**src/rtl/alu_flags_pkg.sv**
```systemverilog
package alu_flags_pkg;
  typedef enum logic [3:0] {
    OP_LOAD = 4'd0,  OP_ADD = 4'd1,  OP_ADC = 4'd2,  OP_SUB = 4'd3,
    OP_SBB  = 4'd4,  OP_INC = 4'd5,  OP_DEC = 4'd6,  OP_AND = 4'd7,
    OP_OR   = 4'd8,  OP_XOR = 4'd9,  OP_CMP = 4'd10, OP_CPL = 4'd11,
    OP_RLC  = 4'd12, OP_RRC = 4'd13, OP_RAL = 4'd14, OP_RAR = 4'd15
  } alu_op_e;

  typedef struct packed {
    logic s;
    logic z;
    logic ac;
    logic p;
    logic cy;
  } alu_flags_t;
endpackage

```
**src/rtl/alu_addsub.sv**
```systemverilog
module alu_addsub #(
  parameter int DATA_W = 8,
  parameter int NIB_W  = 4
) (
  input  logic [DATA_W-1:0] a_i,
  input  logic [DATA_W-1:0] b_i,
  input  logic              cin_i,   // carry for add, borrow for subtract
  input  logic              sub_i,
  output logic [DATA_W-1:0] sum_o,
  output logic              cout_o,  // carry for add, borrow for subtract
  output logic              nib_o    // same sense, at nibble boundary
);
  localparam int HI_W = DATA_W - NIB_W;

  logic [DATA_W-1:0] b_x;
  logic              c_in;
  logic [NIB_W:0]    lo;
  logic [HI_W:0]     hi;

  // a - b - bin == a + ~b + !bin
  assign b_x  = sub_i ? ~b_i : b_i;
  assign c_in = cin_i ^ sub_i;
  assign lo   = {1'b0, a_i[NIB_W-1:0]} + {1'b0, b_x[NIB_W-1:0]} + {{NIB_W{1'b0}}, c_in};
  assign hi   = {1'b0, a_i[DATA_W-1:NIB_W]} + {1'b0, b_x[DATA_W-1:NIB_W]}
              + {{HI_W{1'b0}}, lo[NIB_W]};

  assign sum_o  = {hi[HI_W-1:0], lo[NIB_W-1:0]};
  assign cout_o = hi[HI_W] ^ sub_i;
  assign nib_o  = lo[NIB_W] ^ sub_i;
endmodule

```
**src/rtl/alu_logic_rot.sv**
```systemverilog
module alu_logic_rot
  import alu_flags_pkg::*;
#(
  parameter int DATA_W = 8
) (
  input  alu_op_e           op_i,
  input  logic [DATA_W-1:0] a_i,
  input  logic [DATA_W-1:0] b_i,
  input  logic              carry_i,
  output logic [DATA_W-1:0] res_o,
  output logic              rot_cy_o
);
  localparam int MSB = DATA_W - 1;

  always_comb begin
    res_o    = a_i;
    rot_cy_o = 1'b0;
    unique case (op_i)
      OP_AND: res_o = a_i & b_i;
      OP_OR:  res_o = a_i | b_i;
      OP_XOR: res_o = a_i ^ b_i;
      OP_CPL: res_o = ~a_i;
      OP_RLC: begin res_o = {a_i[MSB-1:0], a_i[MSB]}; rot_cy_o = a_i[MSB]; end
      OP_RRC: begin res_o = {a_i[0], a_i[MSB:1]};     rot_cy_o = a_i[0];   end
      OP_RAL: begin res_o = {a_i[MSB-1:0], carry_i};  rot_cy_o = a_i[MSB]; end
      OP_RAR: begin res_o = {carry_i, a_i[MSB:1]};    rot_cy_o = a_i[0];   end
      default: ;
    endcase
  end
endmodule

```
**src/rtl/alu_status.sv**
```systemverilog
module alu_status #(
  parameter int DATA_W = 8
) (
  input  logic [DATA_W-1:0] res_i,
  output logic              s_o,
  output logic              z_o,
  output logic              p_o
);
  assign s_o = res_i[DATA_W-1];
  assign z_o = (res_i == '0);
  assign p_o = ~^res_i;
endmodule

```
**src/rtl/alu_flags_unit.sv**
```systemverilog
module alu_flags_unit
  import alu_flags_pkg::*;
#(
  parameter int DATA_W = 8,
  parameter int NIB_W  = 4
) (
  input  logic              clk_i,
  input  logic              rst_ni,
  input  logic              op_valid_i,
  input  logic [3:0]        op_i,
  input  logic [DATA_W-1:0] operand_i,
  input  logic              carry_i,
  output logic [DATA_W-1:0] acc_o,
  output logic [4:0]        flags_o
);
  alu_op_e           op;
  logic [DATA_W-1:0] acc_q, ar_b, ar_sum, lr_res, res;
  logic              ar_cin, ar_sub, ar_cout, ar_nib, rot_cy;
  logic              st_s, st_z, st_p;
  alu_flags_t        flg_q, flg_d;
  logic              wr_acc;

  assign op = alu_op_e'(op_i);

  always_comb begin
    ar_b   = operand_i;
    ar_cin = 1'b0;
    ar_sub = 1'b0;
    unique case (op)
      OP_ADC:         ar_cin = carry_i;
      OP_SUB, OP_CMP: ar_sub = 1'b1;
      OP_SBB: begin   ar_sub = 1'b1; ar_cin = carry_i; end
      OP_INC: begin   ar_b = '0; ar_cin = 1'b1; end
      OP_DEC: begin   ar_b = '0; ar_cin = 1'b1; ar_sub = 1'b1; end
      default: ;
    endcase
  end

  alu_addsub #(.DATA_W(DATA_W), .NIB_W(NIB_W)) u_addsub (
    .a_i(acc_q), .b_i(ar_b), .cin_i(ar_cin), .sub_i(ar_sub),
    .sum_o(ar_sum), .cout_o(ar_cout), .nib_o(ar_nib)
  );

  alu_logic_rot #(.DATA_W(DATA_W)) u_logic (
    .op_i(op), .a_i(acc_q), .b_i(operand_i), .carry_i(carry_i),
    .res_o(lr_res), .rot_cy_o(rot_cy)
  );

  always_comb begin
    unique case (op)
      OP_LOAD: res = operand_i;
      OP_ADD, OP_ADC, OP_SUB, OP_SBB, OP_INC, OP_DEC, OP_CMP: res = ar_sum;
      default: res = lr_res;
    endcase
  end

  alu_status #(.DATA_W(DATA_W)) u_status (
    .res_i(res), .s_o(st_s), .z_o(st_z), .p_o(st_p)
  );

  always_comb begin
    flg_d = flg_q;
    unique case (op)
      OP_ADD, OP_ADC, OP_SUB, OP_SBB, OP_CMP: begin
        flg_d = '{s: st_s, z: st_z, ac: ar_nib, p: st_p, cy: ar_cout};
      end
      OP_INC, OP_DEC: begin
        flg_d = '{s: st_s, z: st_z, ac: ar_nib, p: st_p, cy: flg_q.cy};
      end
      OP_AND, OP_OR, OP_XOR: begin
        flg_d = '{s: st_s, z: st_z, ac: 1'b0, p: st_p, cy: 1'b0};
      end
      OP_CPL: begin
        flg_d.s = st_s;
        flg_d.z = st_z;
        flg_d.p = st_p;
      end
      OP_RLC, OP_RRC, OP_RAL, OP_RAR: flg_d.cy = rot_cy;
      default: ;
    endcase
  end

  assign wr_acc = op_valid_i && (op != OP_CMP);

  always_ff @(posedge clk_i or negedge rst_ni) begin
    if (!rst_ni) begin
      acc_q <= '0;
      flg_q <= '0;
    end else begin
      if (wr_acc)     acc_q <= res;
      if (op_valid_i) flg_q <= flg_d;
    end
  end

  assign acc_o   = acc_q;
  assign flags_o = flg_q;

  a_r2_idle_holds: assert property (@(posedge clk_i) disable iff (!rst_ni)
    !op_valid_i |=> $stable(acc_o) && $stable(flags_o));

  a_r8_cmp_keeps_acc: assert property (@(posedge clk_i) disable iff (!rst_ni)
    op_valid_i && op == OP_CMP |=> acc_o == $past(acc_o));

  a_r6_incdec_keeps_cy: assert property (@(posedge clk_i) disable iff (!rst_ni)
    op_valid_i && (op == OP_INC || op == OP_DEC) |=> flags_o[0] == $past(flags_o[0]));

  a_r7_logic_clears: assert property (@(posedge clk_i) disable iff (!rst_ni)
    op_valid_i && (op == OP_AND || op == OP_OR || op == OP_XOR) |=> flags_o[0] == 1'b0 && flags_o[2] == 1'b0);

  a_r3_load_keeps_flags: assert property (@(posedge clk_i) disable iff (!rst_ni)
    op_valid_i && op == OP_LOAD |=> $stable(flags_o));

  a_r10_rot_keeps_szap: assert property (@(posedge clk_i) disable iff (!rst_ni)
    op_valid_i && op_i[3:2] == 2'b11 |=> flags_o[4:1] == $past(flags_o[4:1]));

  a_r11_flags_track_acc: assert property (@(posedge clk_i) disable iff (!rst_ni)
    op_valid_i && op != OP_LOAD && op != OP_CMP && op_i[3:2] != 2'b11
      |=> flags_o[4] == acc_o[DATA_W-1] && flags_o[3] == (acc_o == '0) && flags_o[1] == ~^acc_o);
endmodule

```
**config.mk**
```make
export PLATFORM = sky130hd
export DESIGN_NAME = alu_flags_unit
export DESIGN_NICKNAME = d
export VERILOG_FILES = /design/src/rtl/alu_flags_pkg.sv /design/src/rtl/alu_addsub.sv /design/src/rtl/alu_logic_rot.sv /design/src/rtl/alu_status.sv /design/src/rtl/alu_flags_unit.sv
export SDC_FILE = /design/constraint.sdc
export NUM_CORES = 1
export LEC_CHECK = 0
export BUFFER_PORTS_ARGS = -buffer_cell sky130_fd_sc_hd__buf_2
export CORE_UTILIZATION = 55
export CTS_BUF_LIST = sky130_fd_sc_hd__clkbuf_2 sky130_fd_sc_hd__clkbuf_4 sky130_fd_sc_hd__clkbuf_8
export CTS_CLUSTER_SIZE = 24
export DETAILED_ROUTE_END_ITERATION = 6
export GPL_ROUTABILITY_DRIVEN = 0
export HOLD_SLACK_MARGIN = 0.02
export PLACE_DENSITY = 0.88
export RECOVER_POWER = 100
export SYNTH_ARGS = -nofsm -noshare
export SYNTH_HDL_FRONTEND = slang
export SYNTH_SLANG_ARGS = --single-unit
```
**constraint.sdc**
```tcl
create_clock -name clk_i -period 4.12 [get_ports clk_i]
set_clock_uncertainty 0.15 [all_clocks]
set_input_delay 0.824 -clock clk_i [delete_from_list [all_inputs] [get_ports clk_i]]
set_output_delay 0.824 -clock clk_i [all_outputs]
set_load 0.02 [all_outputs]
```
==> qor.txt <==
Commonest non-fill, non-tap cell in the layout: buf_4
Area growth from synthesis to layout: 24.72%
Slew margin rel.: 52.22%
Final period demand of the worst path: 4.293 ns
RR Endpoint: flags_o[1]$_DFFE_PN0P_
Clk slew on worst S/H paths: 0.05 ns
Finished Layout Cells: 367
Mapped Nets: 313
Inserted Clock Buffers: 3
Met1 Use GR: 42.54%
Htree depth: 1
Hold path endpoint: flags_o[2]$_DFFE_PN0P_
Slew Viols, Final: 0
Worst EP arrival: 4.26 ns
Startpoint type of the worst setup path: primary input
Fin Hold WS: 0.3482 ns
Critical-path top delay cell: fa_2
Failing checks: setup timing
Number of global-route vias before repair: 2,315
Sequential fraction of the synthesis area: 15.27%
Cell variety after synth: 63
Gate Count Post-Synth: 267
First-pass GRT wire length: 10.72 mm
CP cell instances: buf_12, nor3b_4, a21o_1, buf_4, buf_4, o21ai_1, fa_2, nand2b_4, a21oi_4, fa_2, inv_2, fa_2, xor2_1, o22ai_1, a211oi_2, ha_1, xnor2_2, xnor2_1, o21ai_1
Post-Place Cells: 352
Mean Syn Cell Area: 7.981 um^2
Post-synth EDFFs: 0
Final Worst Setup Slack: -0.1730 ns
Flop pwr share: 20.2%
CTS tree: yes
CP bufs+invs: 4
Post-DP HPWL: 4.850 mm
Synth warn: 0
Final period utilization: 104.2%
Fin. Hold Viols: 0
Async SR Flop Fraction: 100.0%
Sink Count: 13
Fmax: 0.2329 GHz
Hold path startpoint: flags_o[2]$_DFFE_PN0P_
Kind of cell adding the most delay to the critical path: adder cells
Clk buf depth: 2
Row count: 22
Hold depth: 2
DRT iter0 DRCs: 238
Worst R2R Setup Slack: 0.39 ns
Worst Path Required: 4.09 ns
N_diodes: 0
Clk pwr share: 10.1%
Setup crit end kind: flip-flop
Clock root buffer: clkbuf_8
Met2 Use GR: 57.24%
Net Sw Power: 570.5 uW
Die width: 64.24 um
IO Port Bufs: 28
Status: complete, but fails checks
TritonRoute pass-1 iters: 5
Reg2Reg Depth: 15
WL final: 6.566 mm
Crit-path max cell delay: 0.36 ns
GRT overflow: 0
Hold_buf cts: 0
Actual slew at the worst max-slew pin: 0.7166 ns
Starting density of the core: 57.77%
Total GRT Usage: 33.86%
Seq cells post-synth: 13
Critical path type: primary input to flip-flop
Final #Nets: 366
GR peak layer: met2
IO Count: 29
Worst VDD drop: 0.4056 mV
Final setup fails: 1
Comb power frac: 69.7%
Core ar.: 3689 um^2
Top FF cell, synth: dfrtp_1
Worst r2r src: acc_o[0]$_DFFE_PN0P_
Die height: 64.24 um
Max-Cap Viols: 0
Die ar.: 4127 um^2
Most frequent cells in the layout: 34 x buf_4, 26 x ha_1, 24 x nand2_1, 24 x nor2_1, 17 x inv_1
Switching Share: 47.31%
WL per Instance: 17.89 um
Critical path's most frequent cell: fa_2
Crit-path max FO: 9
Pin count of the biggest net entering global routing: 21
Worst Hold Class: flip-flop to flip-flop
Initial antenna violation count: 0
DRC: 0
Worst-Skew Late Latency: 0.25 ns
PD cells: 453.7 nW/um^2
Vias: 2,342
Cell Area, Synth: 2131 um^2
Ratio of cells with drive above 1 in the final layout: 27.90%
Pleak: 1.249 nW
Met3 Usage GRT: 2.500%
RSZ-0062 raised after global routing: true
Internal Dissipation: 635.3 uW
Post-DR vias/cell: 6.381
Post-route ant nets: 0
power by group through the flow:
stage	Sequential, mW	Clock (mW)	Combinational (mW)
after floorplan	0.274	0	0.504
after global placement	0.237	0	0.737
after detailed placement	0.240	0	0.781
after CTS	0.239	0.125	0.845
after global routing	0.249	0.130	0.914
final	0.244	0.121	0.841
final cells by class:
type                            count  area (um^2)
Clock buffer                        4        48.80
Sequential cell                    13        325.3
Tap cell                           48        60.06
Fill cell                         290         1031
Inverter                           22        82.58
Multi-Input combinational cell    215         1687
Timing Repair Buffer               65        454.2
per-layer routing:
layer / up-vias / part of all wire, % / wire length [um]
li1: 1072 / - / -
met1: 1115 / 41 / 2670
met2: 125 / 48 / 3173
met3: 30 / 7.2 / 475
met4: 0 / 3.7 / 246
met5: - / 0 / 0
through the flow:
| stage | utilization (%) | setup slack [ns] | area [um^2] | TNS [ns] | power [mW] |
|---|---|---|---|---|---|
| 6_report | 72.05 | -0.1730 | 2658 | -0.1730 | 1.206 |
| 5_1_grt | 72.05 | -0.3705 | 2658 | -0.3952 | 1.292 |
| 4_1_cts | 72.12 | -0.1239 | 2660 | -0.1239 | 1.208 |
| 3_5_place_dp | 66.52 | -0.5514 | 2454 | -0.8180 | 1.020 |
| 3_3_place_gp | 66.52 | -0.3297 | 2454 | -0.3876 | 0.9740 |
| 2_1_floorplan | - | -0.3530 | 2222 | -0.3709 | 0.7783 |
worst register-to-register path: stages, from the launching register on:
cell and delay, ns:
dfrtp_1 0.56, fa_2 0.30, inv_2 0.04, fa_2 0.33, nand2b_4 0.15, a21oi_4 0.17
fa_2 0.23, inv_2 0.04, fa_2 0.34, xor2_1 0.17, o22ai_1 0.10, a211oi_2 0.29
ha_1 0.32, xnor2_2 0.20, xnor2_1 0.14, o21ai_1 0.08
worst max-delay path by stage:
stage | start | endpoint | slack, ns | cells past startpoint
global route | op_i[0] | flags_o[1]$_DFFE_PN0P_ | -0.37 | 20
floorplan | op_i[0] | flags_o[1]$_DFFE_PN0P_ | -0.35 | 22
detailed placement | op_i[0] | flags_o[1]$_DFFE_PN0P_ | -0.55 | 20
global placement | op_i[0] | flags_o[1]$_DFFE_PN0P_ | -0.33 | 20
finish | op_i[0] | flags_o[1]$_DFFE_PN0P_ | -0.17 | 19
CTS | op_i[3] | flags_o[1]$_DFFE_PN0P_ | -0.12 | 20
Yosys cell counts, drive strengths merged, types with 5 or more instances:
library cell  instances  share of area, %
a22o                  5               2.1
nor2                 27               4.9
o22ai                 5               1.5
nand2                25               4.5
buf                  14               5.6
o21ai                20               4.7
dfrtp                13                15
inv                  22               3.9
a21o                  6               2.1
a21oi                17               4.2
a221oi                8               3.3
ha                   26                15
nand3                 6               1.4
a22oi                 5               1.8
state kept, by name, indices dropped and copies added, names as in the netlist:
register and cells:
flags_o 5, acc_o 8
kinds of logic (layout without fill, tap and decap cells):
kind of cell	count (synthesis)	in the layout	share of synthesized area (%)
compound gates	89	89	29.71
xor+xnor	8	8	3.288
fa+ha+maj	30	30	19.03
buf+inv	39	91	10.10
flops	13	13	15.27
simple gates	83	83	20.14
mux	5	5	2.466
what timing repair did:
| action | CTS | global route |
|---|---|---|
| buffers inserted | 10 | 3 |
| pin swaps | 16 | 15 |
| setup endpoints to repair | 1 | 3 |
| cloned | 0 | 0 |
| endpoints found under the hold margin | 0 | 0 |
| gates resized for setup | 21 | 3 |
(Power assumes the default switching activity.)
